`src/rtl/lirq_pkg.sv`:
```
package lirq_pkg;
   typedef enum logic [1:0] {
      LVL_USER  = 2'd0,
      LVL_SUPER = 2'd1,
      LVL_RSVD  = 2'd2,
      LVL_MACH  = 2'd3
   } lvl_e;
endpackage

```
`src/rtl/lirq_gate.sv`:
```
module lirq_gate
   import lirq_pkg::*;
(
   input  logic [1:0] priv,
   input  logic       m_ie,
   input  logic       s_ie,
   input  logic       h_ie,
   output logic       m_ok,
   output logic       s_ok,
   output logic       h_ok
);
   lvl_e lvl;
   assign lvl = lvl_e'(priv);

   always_comb begin
      m_ok = (lvl != LVL_MACH) || m_ie;
      s_ok = (lvl == LVL_USER) || ((lvl == LVL_SUPER) && s_ie);
      h_ok = (lvl == LVL_USER) || ((lvl == LVL_SUPER) && h_ie);
   end
endmodule

```
`src/rtl/lirq_qual.sv`:
```
module lirq_qual #(
   parameter int W = 16
) (
   input  logic [W-1:0] cand,
   input  logic [W-1:0] deleg,
   input  logic         m_ok,
   input  logic         s_ok,
   output logic [W-1:0] qual
);
   for (genvar g = 0; g < W; g++) begin : g_src
      assign qual[g] = cand[g] & (deleg[g] ? s_ok : m_ok);
   end
endmodule

```
`src/rtl/lirq_ctz.sv`:
```
module lirq_ctz #(
   parameter int W  = 16,
   parameter int CW = $clog2(W)
) (
   input  logic [W-1:0]  vec,
   output logic          found,
   output logic [CW-1:0] idx
);
   if (W < 2) begin : g_bad_w
      $error("lirq_ctz: W must be at least 2");
   end
   if (CW < $clog2(W)) begin : g_bad_cw
      $error("lirq_ctz: CW too narrow for W");
   end

   always_comb begin
      found = 1'b0;
      idx   = '0;
      for (int i = W - 1; i >= 0; i--) begin
         if (vec[i]) begin
            found = 1'b1;
            idx   = CW'(i);
         end
      end
   end
endmodule

```
`src/rtl/lirq_select.sv`:
```
module lirq_select #(
   parameter int               SRC_W      = 16,
   parameter int               CAUSE_W    = $clog2(SRC_W),
   parameter logic [SRC_W-1:0] GUEST_MASK = SRC_W'(16'h0444)
) (
   input  logic               clk,
   input  logic               rst_n,
   input  logic [SRC_W-1:0]   pend,
   input  logic [SRC_W-1:0]   enab,
   input  logic [SRC_W-1:0]   deleg,
   input  logic [1:0]         priv,
   input  logic               m_ie,
   input  logic               s_ie,
   input  logic               h_ie,
   input  logic               virt,
   output logic               irq_valid,
   output logic [CAUSE_W-1:0] irq_cause,
   output logic               force_host
);
   localparam logic [SRC_W-1:0] HOST_MASK = ~GUEST_MASK;

   if (SRC_W < 2) begin : g_bad_src
      $error("lirq_select: SRC_W must be at least 2");
   end
   if (CAUSE_W < $clog2(SRC_W)) begin : g_bad_cause
      $error("lirq_select: CAUSE_W too narrow");
   end

   logic               m_ok, s_ok, h_ok;
   logic [SRC_W-1:0]   cand, host_c, guest_c, host_q, norm_c, norm_q;
   logic               host_found, norm_found;
   logic [CAUSE_W-1:0] host_idx, norm_idx;
   logic               nxt_valid, nxt_force;
   logic [CAUSE_W-1:0] nxt_cause;

   // candidates require pending and enabled
   assign cand    = pend & enab;
   assign host_c  = cand & HOST_MASK;
   assign guest_c = cand & GUEST_MASK;
   assign host_q  = host_c & {SRC_W{h_ok & virt}};
   assign norm_c  = virt ? guest_c : host_c;

   lirq_gate u_gate (
      .priv (priv),
      .m_ie (m_ie),
      .s_ie (s_ie),
      .h_ie (h_ie),
      .m_ok (m_ok),
      .s_ok (s_ok),
      .h_ok (h_ok)
   );

   lirq_qual #(.W(SRC_W)) u_qual (
      .cand  (norm_c),
      .deleg (deleg),
      .m_ok  (m_ok),
      .s_ok  (s_ok),
      .qual  (norm_q)
   );

   lirq_ctz #(.W(SRC_W), .CW(CAUSE_W)) u_ctz_host (
      .vec   (host_q),
      .found (host_found),
      .idx   (host_idx)
   );

   lirq_ctz #(.W(SRC_W), .CW(CAUSE_W)) u_ctz_norm (
      .vec   (norm_q),
      .found (norm_found),
      .idx   (norm_idx)
   );

   always_comb begin
      nxt_force = host_found;
      nxt_valid = host_found | norm_found;
      nxt_cause = host_found ? host_idx : (norm_found ? norm_idx : '0);
   end

   always_ff @(posedge clk or negedge rst_n) begin
      if (!rst_n) begin
         irq_valid  <= 1'b0;
         irq_cause  <= '0;
         force_host <= 1'b0;
      end else begin
         irq_valid  <= nxt_valid;
         irq_cause  <= nxt_cause;
         force_host <= nxt_force;
      end
   end


   pick_pending_chk: assert property (@(posedge clk) disable iff (!rst_n)
      irq_valid |-> ((((($past(pend) & $past(enab)) >> irq_cause)) & SRC_W'(1)) != '0));


   mmode_block_chk: assert property (@(posedge clk) disable iff (!rst_n)
      irq_valid |-> !(($past(priv) == 2'd3) && !$past(m_ie)));


   idle_zero_chk: assert property (@(posedge clk) disable iff (!rst_n)
      !irq_valid |-> ((irq_cause == '0) && !force_host));


   no_guest_native_chk: assert property (@(posedge clk) disable iff (!rst_n)
      (irq_valid && !$past(virt)) |-> !GUEST_MASK[irq_cause]);


   force_virt_chk: assert property (@(posedge clk) disable iff (!rst_n)
      force_host |-> ($past(virt) && irq_valid && !GUEST_MASK[irq_cause]));
endmodule

```
`config.mk`:
```
export PLATFORM = sky130hd
export DESIGN_NAME = lirq_select
export DESIGN_NICKNAME = d
export VERILOG_FILES = /design/src/rtl/lirq_pkg.sv /design/src/rtl/lirq_gate.sv /design/src/rtl/lirq_qual.sv /design/src/rtl/lirq_ctz.sv /design/src/rtl/lirq_select.sv
export SDC_FILE = /design/constraint.sdc
export NUM_CORES = 1
export LEC_CHECK = 0
export ABC_AREA = 1
export CAP_MARGIN = 10
export CORE_ASPECT_RATIO = 0.8
export CORE_MARGIN = 2
export CORE_UTILIZATION = 25
export CTS_CLUSTER_DIAMETER = 50
export DETAILED_ROUTE_END_ITERATION = 12
export HOLD_SLACK_MARGIN = 0.12
export PLACE_DENSITY_LB_ADDON = 0.08
export REMOVE_ABC_BUFFERS = 1
export SYNTH_ARGS = -nofsm -noshare
export SYNTH_HDL_FRONTEND = slang
export SYNTH_SLANG_ARGS = --single-unit
```
`constraint.sdc`:
```
create_clock -name clk -period 0.8 [get_ports clk]
set_input_delay 0.16 -clock clk [delete_from_list [all_inputs] [get_ports clk]]
set_output_delay 0.16 -clock clk [all_outputs]
set_load 0.1 [all_outputs]
```
# After elaboration in Yosys (flattened, before gate mapping)
# Index checks and enable logic that the tools add are counted.
[classes]
order_cmp = 0
muxes = 83
reduce_logical = 6
div = 0
eq_ne = 2
n_shift = 0
multipliers = 0
add_sub_neg = 0
bitwise = 20
[op_table]
columns = ["cell", "n"]
rows = [
  ["two-way mux 4 bit", 34],
  ["two-way mux 1 bit", 48],
  ["AND 16 bit", 2],
  ["AND 1 bit", 17],
  ["two-way mux 16 bit", 1],
  ["logical OR 1 bit", 3],
  ["equality test 2 x 1 -> 1 bit (second input constant)", 1],
  ["logical AND 1 bit", 2],
  ["zero test 2 bit", 1],
  ["inequality test 2 bit (second input constant)", 1],
  ["bitwise OR 1 bit", 1],
]
[totals]
word_cells = 114
ramBits = 0
mem_count = 0
ff_bits = 6
inputBits = 56
latch_bits = 0
romBits = 0

# Logic depth before layout (Yosys ltp)
# Gate-level depths: netlist of run 1.
[logic_depth]
ltp_word = 23
ltp_mapped = 15
mapped_depth_nobuf = 15

# Cells and area by module
# A second synthesis of run 1 with hierarchy kept.
[hier_totals]
cells_unflattened = 244
area_unflattened_um2 = 1207.4
[modules_own_cells]
columns = ["module", "area_each_um2", "cells_per_inst", "n_inst", "seq_area_each_um2"]
rows = [
  ["lirq_select", 465.4, 73, 1, 150.1],
  ["lirq_ctz", 209.0, 49, 2, 0.0],
  ["lirq_qual", 299.0, 68, 1, 0.0],
  ["lirq_gate", 25.0, 5, 1, 0.0],
]

# Worst setup path before layout of run 1
# No wires, ideal clock.
[synth_path]
path_kind = "input port to flip-flop"
startpoint = "in s_ie"
endpoint = "reg irq_cause[3]"
slack_ps = -407
stages = 12
required_time_ps = 682
arrival_time_ps = 1090
cell_sequence = "inv_1 nand2_1 nand2_2 buf_6 a21oi_1 nand4_1 nand2_1 nor2_1 inv_1 nor2_2 a21oi_1 nor2_1"
[synth_via]
elab_chain_len = 22
elab_cells_between_ends = 68
cone_classes = "mux (50); bitwise (16); reduce/logical (2)"
[synth_lines]
columns = ["element", "line_no", "rtl"]
rows = [
  ["from (decl)", "lirq_select.sv:13", "input logic s_ie,"],
  ["logical AND 1 bit (*)", "lirq_gate.sv:17", "s_ok = (lvl == LVL_USER) || ((lvl == LVL_SUPER) && s_ie);"],
  ["logical OR 1 bit (*)", "lirq_gate.sv:17", ""],
  ["two-way mux 1 bit", "lirq_qual.sv:11", "assign qual[g] = cand[g] & (deleg[g] ? s_ok : m_ok);"],
  ["AND 1 bit", "lirq_qual.sv:11", ""],
  ["two-way mux 4 bit / two-way mux 1 bit (equally long branches) (16 in a row)", "lirq_ctz.sv:20", "if (vec[i]) begin"],
  ["two-way mux 4 bit (*) (2 in a row)", "lirq_select.sv:76", "nxt_cause = host_found ? host_idx : (norm_found ? norm_idx : '0);"],
  ["via nxt_cause[3]", "lirq_select.sv:34", "logic [CAUSE_W-1:0] nxt_cause;"],
  ["to (signal assigned)", "lirq_select.sv:86", "irq_cause <= nxt_cause;"],
  ["to (decl)", "lirq_select.sv:17", "output logic [CAUSE_W-1:0] irq_cause,"],
]
# Mark *: on every way through the listed nets, which the timed path passes. The rest lies on a longest branch.

# Final worst setup path of run 1
[layout_path]
startpoint = "in m_ie"
endpoint = "reg irq_cause[3]"
[layout_via]
elab_chain_len = 21
elab_cells_between_ends = 67
cone_classes = "mux (50); bitwise (16); reduce/logical (1)"
[layout_lines]
columns = ["element", "line_no", "rtl"]
rows = [
  ["from (decl)", "lirq_select.sv:12", "input logic m_ie,"],
  ["logical OR 1 bit (*)", "lirq_gate.sv:16", "m_ok = (lvl != LVL_MACH) || m_ie;"],
  ["two-way mux 1 bit", "lirq_qual.sv:11", ""],
  ["AND 1 bit", "lirq_qual.sv:11", ""],
  ["two-way mux 4 bit / two-way mux 1 bit (equally long branches) (16 in a row)", "lirq_ctz.sv:20", ""],
  ["two-way mux 4 bit (*) (2 in a row)", "lirq_select.sv:76", ""],
  ["via nxt_cause[3]", "lirq_select.sv:34", ""],
]
# Marks and branches as above.

==> flow_summary.yaml, run 1 <==
worst_setup_path:
  path_delay_family: "simple AND/OR/NAND/NOR gates"
  crit_type: "in2reg"
  crit_required_ns: 0.95
  critPathMaxStageDelay_ns: 0.25
  startpoint_type: "input port"
  path_buf_inv: 3
  crit_slowest_cell: "nor2_4"
  worstPathCellList: "buf_4 > nor2_4 > buf_4 > a21oi_1 > nand2_1 > nand2_2 > nor2_1 > inv_2 > nor2_4 > a21oi_2 > nor2_1"
  cp_max_fo: 8
  setup.worst_path.end_class: "register"
  crit_arrival_ns: 1.41
clocking:
  root_buffer: "clkbuf_8"
  path_clk_slew_ns: 0.03
  cts_made_buffers: 3
  postCtsHoldBufs: 0
  cts_sinks: 6
  clk_path_buf_depth: 2
  htree_levels: 1
  cts_tree: "yes"
power:
  power_density_mw_per_mm2: 1044
  power_mw: 2.491
  p_leak_nw: 1.189
  ir_worst_vdd_mv: 0.7164
sta:
  maxSlewViolCount: 0
  period_needed_ns: 1.261
  hold_ws_ns: 0.1842
  hold_viol: 0
  final.setup.worst_slack_ns: -0.4612
  finalSetupViolCount: 12
  fmax_ghz: 0.7929
  max-slew-margin-rel_pct: 81.68
  rsz0062_at_grt: "true"
  worstMarginPinSlew_ns: 0.2741
  fin_crit_sh_pct: 157.7
grt:
  grt_pass1_wl_microns: 6375
  antenna_found_initial: 0
  grt_overflow: 0
  grt_pass1_vias: 1507
  grt_max_degree: 9
  grt_util_all_layers_pct: 18.22
synthesis:
  synth_top_area_share_pct: 23.68
  syn_inst: 187
  synth_area_sq_um: 998.5
  synth_area_leaders: "nand2_1, dfrtp_1, a21oi_1"
  ys_warn_count: 0
  ys_types: 23
  ys_seq_area_share_pct: 15.04
  avgSynthCellArea_sq_um: 5.339
  yosysTopAreaCell: "nand2_1"
  ys_seq_elements: 6
drt:
  drt-initial-drc-count: 37
  vias: 1507
  drc: 0
  via_per_inst: 4.381
  drt_first_pass_iters: 5
  wl_microns: 3896
  postRouteAntennaNets: 0
  drt-wirelength-per-cell_microns: 11.33
cells_and_area:
  drive_above_1_share_pct: 49.13
  diodes: 0
  final_cell_mix: "nand2_1, dlygate4sd2_1, buf_4, nand2_2, inv_1"
  fin_nets: 347
  area_delta_synth_final_pct: 139.0
  layout_commonest_cell: "nand2_1"
placement:
  dp_hpwl_microns: 2923
  place.port_buffers: 61
  gp_congestion: 0.7976
die:
  die_area_sq_mm: 0.004518
  start_util_pct: 26.25
  io_pins: 62
  core_sq_mm: 0.003804
  die_x_microns: 74.66
  die_h_microns: 60.53
  num_rows: 20
run_status:
  status: "finished, violations left"
  violations: "negative setup slack"
min_path:
  hold_path.class: "in2async"
run:
  drv_cap: 0
cells by family (layout without fill, tap and decap cells):
logic type             after synthesis  in the layout  share of synthesized area [%]
AOI/OAI and AO/OA                   31             31                          17.17
buffers and inverters               34            135                          14.91
DFF                                  6              6                          15.04
and+or+nand+nor                    116            117                          52.88
layer usage:
layer | global-route usage, % | routed length [microns] | up-vias
met5 | 0 | 0 | -
met4 | 2.041 | 55 | 0
met3 | 3.488 | 250 | 4
met2 | 33.50 | 1884 | 50
met1 | 22.98 | 1705 | 649
li1 | - | - | 804
final cells by class:
class,count,area (sq um)
multi-input cells,148,1031
fillers,348,1418
flip-flops and latches,6,150.1
well taps,55,68.82
repair buffers,101,968.4
inverters,31,126.4
clock buffers,3,41.29
timing repair:
| item | CTS | global route |
|---|---|---|
| gates cloned | 1 | 0 |
| setup endpoints to repair | 12 | 12 |
| pin swaps | 57 | 26 |
| resized for setup | 134 | 31 |
| buffers inserted | 11 | 2 |
path summary, 6_finish.rpt:
check | start | to | slack, ns | depth (start not counted)
max | m_ie | irq_cause[3]$_DFF_PN0_ | -0.46 | 11
min | rst_n | irq_valid$_DFF_PN0_ | 0.18 | 1
max in group asynchronous | rst_n | irq_cause[1]$_DFF_PN0_ | 0.40 | 1
min in group clk | pend[1] | irq_cause[1]$_DFF_PN0_ | 0.44 | 5
cell usage after synthesis (all sizes together):
cell    number
nand3b       1
a31oi        1
nand2       67
dfrtp        6
nand3       18
o21ai        3
o311ai       2
nand4        5
a21oi       24
o31ai        1
nor2        25
buf          3
inv         31
report_power, final:
part	switching (mW)	internal, mW
clock network	0.109	0.321
registers	0.0430	0.359
logic	0.937	0.722
sequential cells by signal, indices dropped and copies added (netlist names):
name        flops
irq_cause       4
irq_valid       1
force_host      1
metrics by stage:
step                      setup slack, ns  cell area [sq um]  cells  setup TNS [ns]  utilization (%)
after floorplan                   -0.4313              968.4    184          -3.605                -
after global placement             -1.138               1918    328          -6.633            50.43
after detailed placement           -1.146               1918    328          -6.678            50.43
after CTS                         -0.4666               2267    342          -3.461            59.61
after global routing              -0.5741               2386    344          -4.169            62.73
final                             -0.4612               2386    344          -3.431            62.73
Note: power is estimated with default switching activity, not from simulation.
==> inputs of run 2 (changes only) <==
--- a/config.mk
+++ b/config.mk
@@ -6,7 +6,7 @@
 export NUM_CORES = 1
 export LEC_CHECK = 0
 export ABC_AREA = 1
-export CAP_MARGIN = 10
+export CAP_MARGIN = 0
 export CORE_ASPECT_RATIO = 0.8
 export CORE_MARGIN = 2
 export CORE_UTILIZATION = 25
==> results of run 2 <==
The final DEF is identical to that of run 1; final timing and power are the same.
